<file path="src/rtl/numview_pkg.sv">
package numview_pkg;

   localparam int SEG_W = 7;

   typedef enum logic [1:0] {
      DK_BLANK = 2'd0,
      DK_MINUS = 2'd1,
      DK_NUM   = 2'd2
   } dkind_e;

   typedef struct packed {
      dkind_e     kind;
      logic [3:0] nib;
   } dcode_t;

   // segment order: bit0 = a ... bit6 = g, active high
   function automatic logic [SEG_W-1:0] glyph(input dcode_t c);
      logic [SEG_W-1:0] s;
      s = '0;
      if (c.kind == DK_MINUS) begin
         s = 7'h40;
      end else if (c.kind == DK_NUM) begin
         case (c.nib)
            4'h0: s = 7'h3F;
            4'h1: s = 7'h06;
            4'h2: s = 7'h5B;
            4'h3: s = 7'h4F;
            4'h4: s = 7'h66;
            4'h5: s = 7'h6D;
            4'h6: s = 7'h7D;
            4'h7: s = 7'h07;
            4'h8: s = 7'h7F;
            4'h9: s = 7'h6F;
            4'hA: s = 7'h77;
            4'hB: s = 7'h7C;
            4'hC: s = 7'h39;
            4'hD: s = 7'h5E;
            4'hE: s = 7'h79;
            default: s = 7'h71;
         endcase
      end
      return s;
   endfunction

endpackage

</file>
<file path="src/rtl/numview_tick.sv">
module numview_tick #(
   parameter int DIV = 1000
) (
   input  logic clk,
   input  logic rst_n,
   output logic tick
);
   localparam int CW = (DIV > 1) ? $clog2(DIV) : 1;

   generate
      if (DIV < 1) begin : g_bad_div
         $error("numview_tick: DIV must be at least 1");
      end

      if (DIV == 1) begin : g_every
         logic run_q;
         always_ff @(posedge clk or negedge rst_n) begin
            if (!rst_n) run_q <= 1'b0;
            else        run_q <= 1'b1;
         end
         assign tick = run_q;
      end else begin : g_count
         logic [CW-1:0] cnt_q;
         always_ff @(posedge clk or negedge rst_n) begin
            if (!rst_n)                        cnt_q <= '0;
            else if (cnt_q == CW'(DIV - 1))    cnt_q <= '0;
            else                               cnt_q <= cnt_q + CW'(1);
         end
         assign tick = (cnt_q == CW'(DIV - 1));
      end
   endgenerate
endmodule

</file>
<file path="src/rtl/numview_scan.sv">
module numview_scan #(
   parameter int DIGITS = 4,
   localparam int SEL_W = (DIGITS > 1) ? $clog2(DIGITS) : 1
) (
   input  logic              clk,
   input  logic              rst_n,
   input  logic              tick,
   output logic [SEL_W-1:0]  sel,
   output logic [DIGITS-1:0] dig_en
);
   logic [SEL_W-1:0] sel_q;

   always_ff @(posedge clk or negedge rst_n) begin
      if (!rst_n) begin
         sel_q <= '0;
      end else if (tick) begin
         if (sel_q == SEL_W'(DIGITS - 1)) sel_q <= '0;
         else                             sel_q <= sel_q + SEL_W'(1);
      end
   end

   assign sel = sel_q;

   always_comb begin
      dig_en = '0;
      for (int k = 0; k < DIGITS; k++) begin
         if (sel_q == SEL_W'(k)) dig_en[k] = 1'b1;
      end
   end
endmodule

</file>
<file path="src/rtl/numview_bcd.sv">
module numview_bcd #(
   parameter int W  = 8,
   parameter int ND = 3
) (
   input  logic [W-1:0]    bin,
   output logic [ND*4-1:0] bcd
);
   always_comb begin
      logic [ND*4-1:0] acc;
      acc = '0;
      for (int i = W - 1; i >= 0; i--) begin
         for (int d = 0; d < ND; d++) begin
            if (acc[d*4 +: 4] >= 4'd5) acc[d*4 +: 4] = acc[d*4 +: 4] + 4'd3;
         end
         acc = {acc[ND*4-2:0], bin[i]};
      end
      bcd = acc;
   end
endmodule

</file>
<file path="src/rtl/numview_layout.sv">
module numview_layout
   import numview_pkg::*;
#(
   parameter int W      = 8,
   parameter int DIGITS = 4
) (
   input  logic                      [W-1:0] val,
   input  logic                              hex_mode,
   input  logic                              signed_mode,
   output dcode_t [DIGITS-1:0]               codes
);
   localparam int BCD_N = ((W * 301) / 1000) + 1;
   localparam int HEX_N = (W + 3) / 4;
   localparam int HX_W  = HEX_N * 4;

   generate
      if (DIGITS < BCD_N + 1 || DIGITS < HEX_N + 1) begin : g_bad_digits
         $error("numview_layout: too few digits for sign plus magnitude");
      end
   endgenerate

   logic             neg;
   logic [W-1:0]     mag;
   logic [HX_W-1:0]  hx;
   logic [BCD_N*4-1:0] dec;

   assign neg = signed_mode & val[W-1];
   assign mag = neg ? (~val + W'(1)) : val;
   assign hx  = HX_W'(mag);

   numview_bcd #(.W(W), .ND(BCD_N)) bcd_i (
      .bin (mag),
      .bcd (dec)
   );

   always_comb begin
      int hi;
      for (int d = 0; d < DIGITS; d++) codes[d] = '{kind: DK_BLANK, nib: 4'h0};
      hi = 0;
      if (hex_mode) begin
         for (int d = 0; d < HEX_N; d++) codes[d] = '{kind: DK_NUM, nib: hx[d*4 +: 4]};
      end else begin
         for (int d = 0; d < BCD_N; d++) begin
            if (dec[d*4 +: 4] != 4'd0) hi = d;
         end
         for (int d = 0; d < BCD_N; d++) begin
            if (d <= hi) codes[d] = '{kind: DK_NUM, nib: dec[d*4 +: 4]};
         end
      end
      if (neg) codes[DIGITS-1] = '{kind: DK_MINUS, nib: 4'h0};
   end
endmodule

</file>
<file path="src/rtl/numview_top.sv">
module numview_top
   import numview_pkg::*;
#(
   parameter int DATA_W   = 8,
   parameter int DIGITS   = 4,
   parameter int TICK_DIV = 1000
) (
   input  logic              clk,
   input  logic              rst_n,
   input  logic [DATA_W-1:0] bus_data,
   input  logic              load,
   input  logic              hex_mode,
   input  logic              signed_mode,
   output logic [6:0]        seg,
   output logic [DIGITS-1:0] dig_en
);
   localparam int SEL_W = (DIGITS > 1) ? $clog2(DIGITS) : 1;

   generate
      if (DATA_W < 2) begin : g_bad_width
         $error("numview_top: DATA_W must be at least 2");
      end
   endgenerate

   logic [DATA_W-1:0]  val_q;
   logic               tick;
   logic [SEL_W-1:0]   sel;
   dcode_t [DIGITS-1:0] codes;

   always_ff @(posedge clk or negedge rst_n) begin
      if (!rst_n)    val_q <= '0;
      else if (load) val_q <= bus_data;
   end

   numview_tick #(.DIV(TICK_DIV)) tick_i (
      .clk   (clk),
      .rst_n (rst_n),
      .tick  (tick)
   );

   numview_scan #(.DIGITS(DIGITS)) scan_i (
      .clk    (clk),
      .rst_n  (rst_n),
      .tick   (tick),
      .sel    (sel),
      .dig_en (dig_en)
   );

   numview_layout #(.W(DATA_W), .DIGITS(DIGITS)) layout_i (
      .val         (val_q),
      .hex_mode    (hex_mode),
      .signed_mode (signed_mode),
      .codes       (codes)
   );

   assign seg = glyph(codes[sel]);
endmodule

</file>
<file path="config.mk">
export PLATFORM = sky130hd
export DESIGN_NAME = numview_top
export DESIGN_NICKNAME = d
export VERILOG_FILES = /design/src/rtl/numview_pkg.sv /design/src/rtl/numview_tick.sv /design/src/rtl/numview_scan.sv /design/src/rtl/numview_bcd.sv /design/src/rtl/numview_layout.sv /design/src/rtl/numview_top.sv
export SDC_FILE = /design/constraint.sdc
export NUM_CORES = 1
export LEC_CHECK = 0
export BUFFER_PORTS_ARGS = -buffer_cell sky130_fd_sc_hd__buf_2
export CELL_PAD_IN_SITES_DETAIL_PLACEMENT = 1
export CELL_PAD_IN_SITES_GLOBAL_PLACEMENT = 2
export CORE_MARGIN = 10
export CORE_UTILIZATION = 41
export DETAILED_ROUTE_END_ITERATION = 16
export PLACE_DENSITY_LB_ADDON = 0.12
export SLEW_MARGIN = 30
export SYNTH_ARGS = -nofsm -noshare
export SYNTH_HDL_FRONTEND = slang
export SYNTH_HIERARCHICAL = 1
export SYNTH_SLANG_ARGS = --single-unit
</file>
<file path="constraint.sdc">
create_clock -name clk -period 19.8 [get_ports clk]
set_input_delay 0.99 -clock clk [delete_from_list [all_inputs] [get_ports clk]]
set_output_delay 0.99 -clock clk [all_outputs]
set_load 0.01 [all_outputs]
</file>
# [Word-level counts from Yosys, hierarchy flattened]
# Memory sizes are Yosys's and may differ from the RTL's.
# Cells that the tools add are included.
[totals] ff_bits=20 rom_bits=112 in_bits=13 out_inout_bits=11 memories=1
[mem_list] memory="(no name shown)" words=16 word_bits=7 rd=1 rd_clocked_by_memory_dff=0 write_ports=0 line="numview_pkg.sv:23" text="case (c.nib)"
[classes] n_addsub=10 n_lt_le_gt_ge=11 n_eq_ne=6 n_mux=27 bitwise=2 n_reduce_logical=3
[op_table] op="1-bit by 32-bit less-or-equal comparator with 1-bit output, first input constant" count=1
[op_table] op="2-bit by 32-bit less-or-equal comparator with 1-bit output, first input constant" count=1
[op_table] op="3-bit by 32-bit less-or-equal comparator with 1-bit output, first input constant" count=1
[op_table] op="32-bit 2-to-1 mux" count=1
[op_table] op="6-bit 2-to-1 mux" count=5
[op_table] op="4-bit 2-to-1 mux" count=7
[op_table] op="4-bit by 2-bit adder with 4-bit output, second input constant" count=5
[op_table] op="4-bit by 3-bit greater-or-equal comparator with 1-bit output, second input constant" count=5
[op_table] op="7-bit 2-to-1 mux" count=2
[op_table] op="6-bit binary-select mux with 2-bit select" count=1
[op_table] op="12-bit 2-to-1 mux" count=1
[op_table] op="10-bit by 1-bit adder with 10-bit output, second input constant" count=1
[op_table] op="10-bit == test, second input constant" count=1
[op_table] op="10-bit 2-to-1 mux" count=1
[op_table] op="3-bit by 2-bit adder with 4-bit output, second input constant" count=2
[op_table] op="8-bit by 1-bit adder with 8-bit output, second input constant" count=1
[op_table] op="8-bit 2-to-1 mux" count=1
[op_table] op="8-bit inverter" count=1
[op_table] op="4-bit nonzero test" count=2
[op_table] op="2-bit == test, second input constant" count=3
[op_table] op="3-bit greater-or-equal comparator, second input constant" count=2
[op_table] op="1-bit 2-to-1 mux" count=5
[op_table] op="5-bit 2-to-1 mux" count=1
[op_table] op="2-bit by 1-bit == test with 1-bit output, second input constant" count=2
[op_table] op="other kinds (5)" count=6

# [Depth between registers and ports, before layout]
# Gate-level depths: netlist of the first run.
[depth] word_depth=25 ltp_mapped=33

# [Cells and area by module]
# Netlist of the first run, hierarchy kept.
[modules_own_cells] mod="numview_bcd" n_inst=1 cells_each=141 area_per_inst_um2=994.7 seq_area_each_um2=0.0
[modules_own_cells] mod="numview_top" n_inst=1 cells_each=81 area_per_inst_um2=877.1 seq_area_each_um2=200.2
[modules_own_cells] mod="numview_tick" n_inst=1 cells_each=43 area_per_inst_um2=483.0 seq_area_each_um2=250.2
[modules_own_cells] mod="numview_layout" n_inst=1 cells_each=62 area_per_inst_um2=409.1 seq_area_each_um2=0.0
[modules_own_cells] mod="numview_scan" n_inst=1 cells_each=12 area_per_inst_um2=130.1 seq_area_each_um2=50.0

# [Worst setup path after synthesis of the first run]
# OpenSTA, ideal clock, no wires.
[synth_path] kind="input -> output" from="in signed_mode" to="out seg[0]" arrival_ns=6.341 required_time_ns=18.810 slack_ns=12.469 path_stages=30 path_cell_list="nand2_1 > a211o_1 > nand2_1 > buf_2 > inv_1 > ha_1 > or2_2 > a21oi_2 > ha_1 > nand2b_1 > o211a_4 > o221ai_2 > ha_1 > nand2b_1 > nand2_1 > mux2_2 > clkinv_1 > ha_1 > o21ai_0 > nor2_1 > a211oi_1 > a21oi_1 > nor2_1 > a41oi_1 > mux4_2 > ha_1 > or2_2 > o22ai_1 > a221oi_1 > a21oi_1"
[synth_lines] element="start, declared" line="numview_top.sv:13" text="input logic signed_mode,"
[synth_lines] element="end, declared" line="numview_top.sv:14" text="output logic [6:0] seg,"

==> results of run 1 <==
-- metrics by stage --
stage | hold WS (ns) | cell area, um^2 | total power, W
3_3_place_gp | 0.507 | 3000 | 0.000272
3_5_place_dp | 0.517 | 3000 | 0.000273
4_1_cts | 0.532 | 3070 | 0.000316
2_1_floorplan | 0.473 | 2920 | 0.000230
6_report | 0.526 | 3070 | 0.000313
5_1_grt | 0.562 | 3070 | 0.000344
-- where the power goes --
part	switching [W]	internal (W)	total, W	leakage [nW]
logic	0.000131	0.0000963	0.000227	1.03
registers	0.00000252	0.0000424	0.0000450	0.247
clock network	0.0000141	0.0000270	0.0000411	0.0357
total	0.000148	0.000166	0.000313	1.31
-- synth_stat cells (6+ instances only) --
cell type and n:
ha_1 19, nor2b_1 10, mux2i_1 7, xnor2_1 7
dfrtp_1 20, clkbuf_1 6, nor3_1 7, o21ai_0 12
buf_4 14, inv_1 17, a21oi_1 18, mux4_2 6
and3_1 6, nand3_1 12, a211oi_1 6, nor2_1 21
buf_2 6, nand2_1 21, mux2_2 18
-- flip-flops by register name, indices dropped and copies added, names as in the netlist --
register              cells
scan_i/sel                2
val_q                     8
tick_i/g_count.cnt_q     10
-- logic make-up after synthesis --
family,after synthesis
and+or+nand+nor,116
adders and majority gates,20
buffers and inverters,45
DFF,20
xor gates and xnor gates,13
AOI/OAI and AO/OA,88
other,3
muxes,34
-- final cells by class --
class | count | area [um^2] | share of cell area, %
Multi-Input combinational cell | 282 | 2190 | 71.3
Inverter | 18 | 67.6 | 2.20
Clock inverter | 1 | 30.0 | 0.977
Timing Repair Buffer | 24 | 123 | 3.99
Sequential cell | 20 | 500 | 16.3
Tap cell | 96 | 120 | 3.91
Clock buffer | 3 | 41.3 | 1.34
-- path summary, 6_finish.rpt --
check / start / depth (start not counted) / slack (ns) / end
worst min-delay path: tick_i/g_count.cnt_q[4] / 1 / 0.53 / tick_i/g_count.cnt_q[4]
worst min register to register: tick_i/g_count.cnt_q[4] / 1 / 0.53 / tick_i/g_count.cnt_q[4]
min in group asynchronous: rst_n / 1 / 0.67 / tick_i/g_count.cnt_q[3]
worst max register to register: tick_i/g_count.cnt_q[0] / 6 / 17.88 / scan_i/sel[0]
max in group asynchronous: rst_n / 1 / 18.82 / val_q[1]
worst max-delay path: signed_mode / 31 / 11.32 / seg[0]
-- layer usage --
metal	part of all wire (%)	GRT usage, %	routed length [um]	vias to the layer above
li1	-	-	-	1241
met1	53	17.9	3650	1172
met2	44	19.7	3030	27
met3	2.5	1.80	171	4
met4	0.67	2.39	46	0
met5	0	0	0	-
-- critical path: cells and delay by family --
| kind | cells | cell delay, ns |
|---|---|---|
| adder cells (fa/ha/maj) | 5 | 1.47 |
| multiplexers | 2 | 0.79 |
| AND/OR/NAND/NOR | 9 | 1.60 |
| AO/OA/AOI/OAI | 11 | 1.99 |
| buffers and inverters | 4 | 0.66 |
==> flow_summary.toml, run 1 <==
[timing]
finalCritPeriodShare_pct = 42.8
rsz0062_at_grt = "no"
maxSlewViolCount = 0
finClkSkew_ns = 0.00559
fin_crit_ns = 8.48
fin_ws_ns = 11.32
slew-limit-headroom_pct = 50.2
worst_slew_pin_slew_ns = 0.745
maxClockFrequency_mhz = 118
hold_viol_final = 0
fin_tns_setup_ns = 0
finalSetupViolCount = 0

[clock_tree]
cts_buffers = 3
cts-root-buf = "clkbuf_8"
cts_hold_buf = 0
clk_path_buf_depth = 2
clock_sinks = 20
cts_resized = 0
clk_latency_ns = 0.26
cts_tree = "built"
post_cts_buffers = 0
clk_pin_slew_ns = 0.08
htree_levels = 1

[yosys]
synth-simple-area-share_pct = 22.9
synth_fa_ha_area_share_pct = 8.56
netlist_instances = 339
synth_top_family_by_area = "simple AND/OR/NAND/NOR gates"
async_reset_ff_share_pct = 100
netlist-cell-type-count = 77
synth_compound_area_share_pct = 22.6
ys_seq_area_share_pct = 17.3
yosysTopAreaCellShare_pct = 17.3
synth-edff-count = 0
ys_seq_elements = 20
synthXorXnorAreaFrac_pct = 4.19
yosysTopAreaCell = "dfrtp_1"
synth_ff_type = "dfrtp_1"
synth.area.top_cells = "dfrtp_1 (17%), ha_1 (8.2%), mux2_2 (7.0%)"
synth_mux_area_share_pct = 15.9
synth_warnings = 6
syn_area_um2 = 2890
syn_area_per_cell_um2 = 8.54

[min_path]
hp-class = "flop to flop"

[critical_path]
cp_common_cell = "ha_1"
cp.arrival_ns = 7.49
cpMaxStageDelayCell = "mux4_2"
criticalPathCategory = "input port to primary output"
critPathMaxStageDelay_ns = 0.57
critPathCaptureType = "primary output"
critPathRequiredTime_ns = 18.81
start_kind = "input port"
cp_max_fo = 9

[drt]
vias_per_cell = 5.50
wl_per_cell_um = 15.5
vias = 2444
drc = 0
drt-initial-drc-count = 83
firstDrtPassIters = 4
ant_nets = 0
route.final.wire_length_um = 6900

[place]
dp_hpwl_um = 5410
place_inst = 440
place_ws_ns = 11.37
portBuffers = 23
gp_congestion = 0.816

[final_layout]
final_util_pct = 45.0
final_cell_mix = "buf_2 (23), nor2_1 (21), nand2_1 (21)"
n_antenna_cell = 0
fin_nets = 381
layoutNonFillerInstCount = 444
areaGrowthSynthToFinish_pct = 6.18
drive_above_1_share_pct = 22.7
fill_cells = 851
final_common_cell = "buf_2"

[floorplan]
fp-row-count = 30
dieArea_um2 = 10800
start_util_pct = 42.4
die_y_um = 104
die_w_um = 104
io_pins = 24
core-area_um2 = 6830

[run]
drv_cap = 0

[global_route]
antenna_found_initial = 0
globalRouteTotalUtil_pct = 12.6
overflow = 0
grt_pass1_wl_um = 12100
grt_pass1_vias = 2501
grt_max_degree = 21

[pwr]
peakVddDrop_uv = 50.5
p_leak_nw = 1.31
power_density_nw_per_um2 = 102

[outcome]
status = "complete, no violations"
No activity file was read; power rests on OpenSTA's default activity.
==> run 2: changes to the inputs <==
- CORE_UTILIZATION: 41 -> 38
- clock period: 19.8 -> 8.4 ns (I/O delays scaled with it)
==> flow_summary.toml, run 2 (synthesis gave the netlist of run 1 again) <==
[drt]
ant_nets = 0
vias_per_cell = 5.48
drt-initial-drc-count = 45
vias = 2454
route.final.wire_length_um = 6910
wl_per_cell_um = 15.4
firstDrtPassIters = 4
drc = 0

[min_path]
hp-class = "input port to async pin"

[critical_path]
cpMaxStageDelayCell = "or4_4"
cp_max_fo = 9
criticalPathCategory = "flop to primary output"
critPathRequiredTime_ns = 7.98
r2r-start = "tick_i/g_count.cnt_q[0]"
critPathMaxStageDelay_ns = 0.56
start_kind = "flop"
cp_common_cell = "ha_1"
crit_start = "val_q[1]"
cp.arrival_ns = 7.25
critPathCaptureType = "primary output"

[final_layout]
fin_nets = 382
final-seq-area_um2 = 500
final_cell_mix = "buf_2 (23), nor2_1 (21), nand2_1 (20), dfrtp_1 (20)"
multi_input_area_um2 = 2210
max_flop_register = "tick_i/g_count.cnt_q"
final_util_pct = 42.1
areaGrowthSynthToFinish_pct = 6.66
fill_cells = 882
final_common_cell = "buf_2"
finalInstanceArea_um2 = 3090
n_antenna_cell = 0
largest_register_ffs = 10
drive_above_1_share_pct = 24.4

[clock_tree]
post_cts_buffers = 0
cts_hold_buf = 0
clock_sinks = 20
clk_pin_slew_ns = 0.08
cts_buffers = 3
cts_resized = 0
cts-root-buf = "clkbuf_8"
clk_path_buf_depth = 2
cts_tree = "built"
htree_levels = 1
clk_latency_ns = 0.26

[pwr]
p_leak_nw = 1.31
power_density_nw_per_um2 = 233
power_w = 0.000720
peakVddDrop_uv = 86.4

[run]
drv_cap = 0

[global_route]
antenna_found_initial = 0
globalRouteTotalUtil_pct = 12.2
grt_max_degree = 21
grt_pass1_wl_um = 12200
overflow = 0
grt_pass1_vias = 2484

[place]
place_ws_ns = 0.792
dpl-instance-area_um2 = 3010
portBuffers = 23
dp_hpwl_um = 5540
gp_congestion = 0.792

[timing]
hold_viol_final = 0
fin_crit_ns = 7.67
maxSlewViolCount = 0
maxClockFrequency_mhz = 130
finClkSkew_ns = 0.00413
finalSetupViolCount = 0
slew-limit-headroom_pct = 57.0
fin_tns_setup_ns = 0
worst_slew_pin_slew_ns = 0.645
finalCritPeriodShare_pct = 91.3
rsz0062_at_grt = "no"
fin_ws_ns = 0.734

[outcome]
status = "complete, no violations"

[floorplan]
die_w_um = 107
io_pins = 24
dieArea_um2 = 11500
start_util_pct = 39.5
die_y_um = 107
core-area_um2 = 7330
fp-row-count = 31
## run 2: area by class of cell
class	instances	area share [%]
multi-input cells	282	71.6
flip-flops and latches	20	16.2
repair buffers	25	4.22
well taps	99	4.01
inverters	18	2.19
clock buffers	4	1.78
## run 2: per-layer routing
metal / vias to the layer above / track usage [%] / wire [um] / part of all wire (%)
met4: 0 / 1.74 / 34 / 0.49
met3: 4 / 1.92 / 170 / 2.5
met2: 20 / 19.5 / 3150 / 46
met5: - / 0 / 0 / 0
met1: 1190 / 17.1 / 3550 / 51
li1: 1240 / - / - / -
## run 2: through the flow
step / cells / hold slack (ns)
finish: 448 / 0.0915
global placement: 444 / 0.399
detailed placement: 444 / 0.399
global route: 448 / 0.113
CTS: 448 / 0.112
floorplan: 347 / 0.124
## run 2: final timing paths
kind	end	slack (ns)	cells past startpoint
min	scan_i/sel[0]	0.09	1
min in group clk	val_q[7]	0.39	2
max in group asynchronous	val_q[2]	8.00	1
min reg2reg	tick_i/g_count.cnt_q[0]	0.52	1
max reg2reg	scan_i/sel[0]	6.49	6
max	seg[0]	0.73	29
## run 2: where the power goes
| part | internal (W) | switching [W] | leakage [nW] |
|---|---|---|---|
| clock | 0.0000417 | 0.0000324 | 0.0288 |
| sequential | 0.000100 | 0.00000586 | 0.247 |
| combinational | 0.000229 | 0.000311 | 1.04 |
| total | 0.000371 | 0.000349 | 1.31 |
## run 2: worst max-delay path, delay by kind of cell, from the launching register on
| family | cells | cell delay [ns] |
|---|---|---|
| adder cells (fa/ha/maj) | 5 | 1.54 |
| AND/OR/NAND/NOR | 9 | 1.93 |
| buffers and inverters | 2 | 0.39 |
| multiplexers | 2 | 0.78 |
| flip-flops | 1 | 0.42 |
| AO/OA/AOI/OAI | 11 | 1.91 |
